**config.mk**
```make
export PLATFORM = sky130hd
export DESIGN_NAME = mseq_ctrl
export DESIGN_NICKNAME = d
export VERILOG_FILES = /design/src/rtl/mseq_pkg.sv /design/src/rtl/mseq_rom.sv /design/src/rtl/mseq_next.sv /design/src/rtl/mseq_ctrl.sv
export SDC_FILE = /design/constraint.sdc
export NUM_CORES = 1
export LEC_CHECK = 0
export ABC_AREA = 1
export BUFFER_PORTS_ARGS = -buffer_cell sky130_fd_sc_hd__buf_4
export CAP_MARGIN = 40
export CORE_UTILIZATION = 59
export DETAILED_ROUTE_END_ITERATION = 6
export HOLD_SLACK_MARGIN = 0.02
export PLACE_DENSITY_LB_ADDON = 0.05
export SLEW_MARGIN = 20
export SYNTH_ARGS = -nofsm -noshare
export SYNTH_HDL_FRONTEND = slang
export SYNTH_SLANG_ARGS = --single-unit
```
**constraint.sdc**
```tcl
create_clock -name clk -period 5.85 [get_ports clk]
set_input_delay 0 -clock clk [delete_from_list [all_inputs] [get_ports clk]]
set_output_delay 0 -clock clk [all_outputs]
set_load 0.02 [all_outputs]
```
**src/rtl/mseq_pkg.sv**
```systemverilog
package mseq_pkg;
  localparam int UA_W  = 6;
  localparam int OPC_W = 4;

  typedef logic [UA_W-1:0]  uaddr_t;
  typedef logic [OPC_W-1:0] opc_t;

  typedef enum logic [1:0] {SQ_NEXT, SQ_WAIT, SQ_DISP, SQ_COND} seq_e;

  typedef struct packed {
    logic       ld_mar;
    logic       ld_mdr;
    logic       ld_ir;
    logic       ld_reg;
    logic       ld_cc;
    logic       ld_pc;
    logic       gate_pc;
    logic       gate_mdr;
    logic       gate_alu;
    logic       gate_marmux;
    logic [1:0] pc_sel;
    logic [1:0] alu_op;
    logic       addr1_sel;
    logic [1:0] addr2_sel;
    logic       marmux_sel;
    logic       mem_en;
    logic       mem_wr;
    logic       mdr_sel;
    seq_e       seq;
    uaddr_t     nxt;
  } uword_t;

  // micro-addresses
  localparam uaddr_t UA_F0   = 6'd0;
  localparam uaddr_t UA_F1   = 6'd1;
  localparam uaddr_t UA_F2   = 6'd2;
  localparam uaddr_t UA_DEC  = 6'd3;
  localparam uaddr_t UA_ADD  = 6'd4;
  localparam uaddr_t UA_AND  = 6'd5;
  localparam uaddr_t UA_NOT  = 6'd6;
  localparam uaddr_t UA_LD0  = 6'd8;
  localparam uaddr_t UA_LD1  = 6'd9;
  localparam uaddr_t UA_LD2  = 6'd10;
  localparam uaddr_t UA_LR0  = 6'd12;
  localparam uaddr_t UA_LR1  = 6'd13;
  localparam uaddr_t UA_LR2  = 6'd14;
  localparam uaddr_t UA_ST0  = 6'd16;
  localparam uaddr_t UA_ST1  = 6'd17;
  localparam uaddr_t UA_ST2  = 6'd18;
  localparam uaddr_t UA_BR0  = 6'd20;
  localparam uaddr_t UA_BR1  = 6'd21;
  localparam uaddr_t UA_JMP  = 6'd24;
  localparam uaddr_t UA_SM0  = 6'd28;
  localparam uaddr_t UA_SM1  = 6'd29;
  localparam uaddr_t UA_SM2  = 6'd30;
  localparam uaddr_t UA_HALT = 6'd63;

  // opcode encodings the dispatch depends on
  localparam opc_t OP_BR  = 4'b0000;
  localparam opc_t OP_ADD = 4'b0001;
  localparam opc_t OP_LD  = 4'b0010;
  localparam opc_t OP_ST  = 4'b0011;
  localparam opc_t OP_AND = 4'b0101;
  localparam opc_t OP_LDR = 4'b0110;
  localparam opc_t OP_NOT = 4'b1001;
  localparam opc_t OP_JMP = 4'b1100;
  localparam opc_t OP_SUM = 4'b1101;

  function automatic uaddr_t dispatch(opc_t op);
    case (op)
      OP_BR:   return UA_BR0;
      OP_ADD:  return UA_ADD;
      OP_LD:   return UA_LD0;
      OP_ST:   return UA_ST0;
      OP_AND:  return UA_AND;
      OP_LDR:  return UA_LR0;
      OP_NOT:  return UA_NOT;
      OP_JMP:  return UA_JMP;
      OP_SUM:  return UA_SM0;
      default: return UA_HALT;
    endcase
  endfunction

  // control store contents, computed per address
  function automatic uword_t uword_at(uaddr_t a);
    uword_t w;
    w     = '0;
    w.seq = SQ_NEXT;
    w.nxt = UA_F0;
    case (a)
      UA_F0: begin
        w.gate_pc = 1'b1; w.ld_mar = 1'b1; w.ld_pc = 1'b1; w.pc_sel = 2'b00;
        w.nxt = UA_F1;
      end
      UA_F1, UA_LD1, UA_LR1, UA_SM1: begin
        w.mem_en = 1'b1; w.mdr_sel = 1'b1; w.ld_mdr = 1'b1; w.seq = SQ_WAIT;
        w.nxt = (a == UA_F1) ? UA_F2 : a + 6'd1;
      end
      UA_F2: begin
        w.gate_mdr = 1'b1; w.ld_ir = 1'b1; w.nxt = UA_DEC;
      end
      UA_DEC: w.seq = SQ_DISP;
      UA_ADD, UA_AND, UA_NOT: begin
        w.gate_alu = 1'b1; w.ld_reg = 1'b1; w.ld_cc = 1'b1;
        w.alu_op = (a == UA_ADD) ? 2'b00 : (a == UA_AND) ? 2'b01 : 2'b10;
      end
      UA_LD0, UA_ST0: begin
        w.gate_marmux = 1'b1; w.marmux_sel = 1'b1; w.ld_mar = 1'b1;
        w.addr1_sel = 1'b0; w.addr2_sel = 2'b10; w.nxt = a + 6'd1;
      end
      UA_LR0: begin
        w.gate_marmux = 1'b1; w.marmux_sel = 1'b1; w.ld_mar = 1'b1;
        w.addr1_sel = 1'b1; w.addr2_sel = 2'b01; w.nxt = UA_LR1;
      end
      UA_LD2, UA_LR2: begin
        w.gate_mdr = 1'b1; w.ld_reg = 1'b1; w.ld_cc = 1'b1;
      end
      UA_ST1: begin
        w.alu_op = 2'b11; w.gate_alu = 1'b1; w.ld_mdr = 1'b1; w.mdr_sel = 1'b0;
        w.nxt = UA_ST2;
      end
      UA_ST2: begin
        w.mem_en = 1'b1; w.mem_wr = 1'b1; w.mdr_sel = 1'b1; w.seq = SQ_WAIT;
      end
      UA_BR0: begin
        w.seq = SQ_COND; w.nxt = UA_BR1;
      end
      UA_BR1: begin
        w.ld_pc = 1'b1; w.pc_sel = 2'b01; w.addr1_sel = 1'b0; w.addr2_sel = 2'b10;
      end
      UA_JMP: begin
        w.alu_op = 2'b11; w.gate_alu = 1'b1; w.pc_sel = 2'b10; w.ld_pc = 1'b1;
      end
      UA_SM0: begin
        w.alu_op = 2'b00; w.gate_alu = 1'b1; w.ld_mar = 1'b1; w.nxt = UA_SM1;
      end
      UA_SM2: begin
        w.gate_mdr = 1'b1; w.ld_reg = 1'b1;
      end
      default: w.nxt = UA_HALT;
    endcase
    return w;
  endfunction
endpackage

```
**src/rtl/mseq_rom.sv**
```systemverilog
module mseq_rom
  import mseq_pkg::*;
(
  input  logic   clk,
  input  uaddr_t addr,
  output uword_t word
);
  // synchronous read so the store maps onto a block RAM
  always_ff @(posedge clk) begin
    word <= uword_at(addr);
  end
endmodule

```
**src/rtl/mseq_next.sv**
```systemverilog
module mseq_next
  import mseq_pkg::*;
(
  input  uword_t cur,
  input  uaddr_t state,
  input  opc_t   opcode,
  input  logic   mem_ready,
  input  logic   branch_ok,
  output uaddr_t nxt
);
  always_comb begin
    unique case (cur.seq)
      SQ_NEXT: nxt = cur.nxt;
      SQ_WAIT: nxt = mem_ready ? cur.nxt : state;
      SQ_DISP: nxt = dispatch(opcode);
      SQ_COND: nxt = branch_ok ? cur.nxt : UA_F0;
      default: nxt = UA_HALT;
    endcase
  end
endmodule

```
**src/rtl/mseq_ctrl.sv**
```systemverilog
module mseq_ctrl
  import mseq_pkg::*;
(
  input  logic       clk,
  input  logic       rst,
  input  logic [3:0] opcode,
  input  logic       mem_ready,
  input  logic       branch_ok,
  output logic       ld_mar,
  output logic       ld_mdr,
  output logic       ld_ir,
  output logic       ld_reg,
  output logic       ld_cc,
  output logic       ld_pc,
  output logic       gate_pc,
  output logic       gate_mdr,
  output logic       gate_alu,
  output logic       gate_marmux,
  output logic [1:0] pc_sel,
  output logic [1:0] alu_op,
  output logic       addr1_sel,
  output logic [1:0] addr2_sel,
  output logic       marmux_sel,
  output logic       mem_en,
  output logic       mem_wr,
  output logic       mdr_sel,
  output logic       halted
);
  uaddr_t state_q;
  uaddr_t nxt_state;
  uaddr_t rom_addr;
  uword_t word;
  logic   halted_q;

  mseq_next u_next (
    .cur       (word),
    .state     (state_q),
    .opcode    (opcode),
    .mem_ready (mem_ready),
    .branch_ok (branch_ok),
    .nxt       (nxt_state)
  );

  assign rom_addr = rst ? UA_F0 : nxt_state;

  mseq_rom u_rom (
    .clk  (clk),
    .addr (rom_addr),
    .word (word)
  );

  always_ff @(posedge clk) begin
    state_q  <= rom_addr;
    halted_q <= (rom_addr == UA_HALT);
  end

  assign ld_mar      = word.ld_mar;
  assign ld_mdr      = word.ld_mdr;
  assign ld_ir       = word.ld_ir;
  assign ld_reg      = word.ld_reg;
  assign ld_cc       = word.ld_cc;
  assign ld_pc       = word.ld_pc;
  assign gate_pc     = word.gate_pc;
  assign gate_mdr    = word.gate_mdr;
  assign gate_alu    = word.gate_alu;
  assign gate_marmux = word.gate_marmux;
  assign pc_sel      = word.pc_sel;
  assign alu_op      = word.alu_op;
  assign addr1_sel   = word.addr1_sel;
  assign addr2_sel   = word.addr2_sel;
  assign marmux_sel  = word.marmux_sel;
  assign mem_en      = word.mem_en;
  assign mem_wr      = word.mem_wr;
  assign mdr_sel     = word.mdr_sel;
  assign halted      = halted_q;
endmodule

```
==> results.json <==
{
  "path_max_fanout": 6,
  "p_per_area_nw_per_um2": 516,
  "syn-num-nets": 244,
  "firstDrtPassIters": 5,
  "place_inst": 278,
  "worst_pin_slew_ns": 0.511,
  "cts-root-buf": "clkbuf_4",
  "leakage_uw": 0.00106,
  "worstPathArrival_ns": 2.60,
  "ys_types": 22,
  "drive_gt1_share_pct": 20.3,
  "h-tree-depth": 2,
  "regArea_sq_um": 661,
  "grt_overflow": 0,
  "yosysWarnings": 0,
  "grt_pass1_vias": 1352,
  "rrSetupSlack_ns": 3.47,
  "outcome": "finished, final reports clean",
  "period_needed_ns": 2.38,
  "fin_setup_tns_ns": 0,
  "ctsHoldBuffers": 0,
  "synth_most_common_cell": "nand2_1",
  "setup_viol": 0,
  "path_clk_slew_ns": 0.10,
  "netlist_top_cells_area": "dfxtp_1 (40%), nand2_1 (13%), nand3_1 (11%)",
  "diodes": 0,
  "initial_utilization_pct": 64.7,
  "hold_path.class": "input port to register",
  "remaining_drc_errors": 0,
  "syn_area_sq_um": 1660,
  "synthFlopType": "dfxtp_1",
  "dp_hpwl_um": 2960,
  "ios": 30,
  "ys_seq_area_share_pct": 39.8,
  "cts_buffer_depth": 2,
  "peakVddDrop_mv": 0.499,
  "async_flop_share_pct": 0,
  "grt_max_degree": 14,
  "synth_top_area_cell": "dfxtp_1",
  "cts_tree": "done",
  "cts-resized-gates": 0,
  "synth_edf_count": 0,
  "synthToLayoutAreaGrowth_pct": 14.4,
  "crit_path_start_kind": "register",
  "synthCells": 228,
  "clock_latency_ns": 0.33,
  "postLayoutCoreUtil_pct": 74.0,
  "portBuffers": 29,
  "via_per_inst": 5.48,
  "hold_viol_final": 0,
  "globalRouteTotalUtil_pct": 27.6,
  "path_class": "register to register",
  "postCtsSetupRepairBufs": 0,
  "skew_ns": 0.00721,
  "slew_viol_final": 0,
  "stdcell_count": 286,
  "synthTopCellsByCount": "nand2_1 (56), nand3_1 (36), dfxtp_1 (33)",
  "die_height_um": 55.1,
  "vias": 1566,
  "period_share_pct": 40.6,
  "synth_top_area_share_pct": 39.8,
  "dieArea_sq_um": 3030,
  "fill_cells": 216,
  "slew-limit-headroom_pct": 65.9,
  "die_w_um": 55.1,
  "crit_required_ns": 6.07,
  "ys_seq_elements": 33,
  "cts_buffers": 5,
  "core-area_sq_um": 2570,
  "gp_congestion": 1.01,
  "wl_per_cell_um": 12.8,
  "max_freq_mhz": 421,
  "grt_pass1_wl_um": 5730,
  "drt-total-wl_um": 3670,
  "ant_nets": 0,
  "antenna_found_initial": 0,
  "multiInputGateArea_sq_um": 816,
  "clock_sinks": 33,
  "drtIter0Drc": 114,
  "avgSynthCellArea_sq_um": 7.28,
  "grt_setup_unrepaired": "false",
  "rows": 18,
  "end_kind": "register",
  "maxCapViolations": 0,
  "fin_nets": 271
}
## state kept, by name, indices dropped and copies added (netlist names)
register and flops:
state_q 6, u_rom.word 26, halted 1
## cell type report
cell class / instances / area share [%]
Multi-Input combinational cell: 156 / 43.0
Sequential cell: 33 / 34.8
Clock buffer: 5 / 1.98
Clock inverter: 3 / 0.922
Inverter: 30 / 5.93
Tap cell: 30 / 1.98
Timing Repair Buffer: 29 / 11.5
## metal layers
layer	vias up	routed length [um]	track usage, %	share of wire (%)
li1	775	-	-	-
met1	685	1570	34.0	43
met2	88	1650	44.8	45
met3	18	338	6.83	9.2
met4	0	119	13.3	3.2
met5	-	0	0	0
## cells in the final DEF, fill, tap and decap left out, drive strengths merged, types with 5 or more instances in the layout
| master | synthesis | layout |
|---|---|---|
| nand3 | 42 | 42 |
| nand2 | 60 | 60 |
| dfxtp | 33 | 33 |
| buf | 9 | 29 |
| inv | 29 | 29 |
| ha | 8 | 8 |
| o21ai | 7 | 7 |
| nor2 | 22 | 22 |
| a21oi | 7 | 7 |
| clkbuf | 0 | 5 |
## worst paths after layout
path | endpoint | depth (start not counted) | startpoint
setup / recovery | u_rom.word[2]$_DFF_P_ | 16 | u_rom.word[7]$_DFF_P_
setup reg to reg | u_rom.word[2]$_DFF_P_ | 16 | u_rom.word[7]$_DFF_P_
hold / removal | state_q[4]$_DFF_P_ | 4 | rst
hold reg to reg | state_q[4]$_DFF_P_ | 4 | state_q[4]$_DFF_P_
## per-stage QoR
stage	cell area, sq um	hold slack (ns)	power [uW]	setup WS, ns
floorplan	1660	0.331	716	3.92
global placement	1840	0.410	851	3.50
detailed placement	1840	0.410	853	3.50
CTS	1900	0.176	974	3.53
global route	1900	0.215	1060	3.28
finish	1900	0.179	981	3.47
## power by group
part           total [uW]  internal (uW)  switching (uW)
logic                 521            175             347
registers             338            311            27.2
clock network         121           45.2            75.9
total                 981            531             450
## logic make-up after synthesis
family                   Yosys count  synth area share [%]
AO/OA/AOI/OAI                     15                  5.05
XOR/XNOR                           2                  1.06
adder cells (fa/ha/maj)            8                  6.03
buffers and inverters             39                  11.1
flip-flops                        33                  39.8
AND/OR/NAND/NOR                  131                  37.0
## critical path: stages, from the launching register on
cell	delay, ns
dfxtp_1	0.37
inv_1	0.08
nand3_1	0.15
nand2_1	0.07
inv_1	0.07
nand2_1	0.05
nand3_1	0.12
nand2_1	0.12
inv_1	0.12
ha_1	0.20
inv_1	0.07
nor3_1	0.35
nand2_1	0.09
nand3_1	0.12
nor2_1	0.06
nand3_2	0.13
nand3_1	0.09
(Power assumes the default switching activity.)
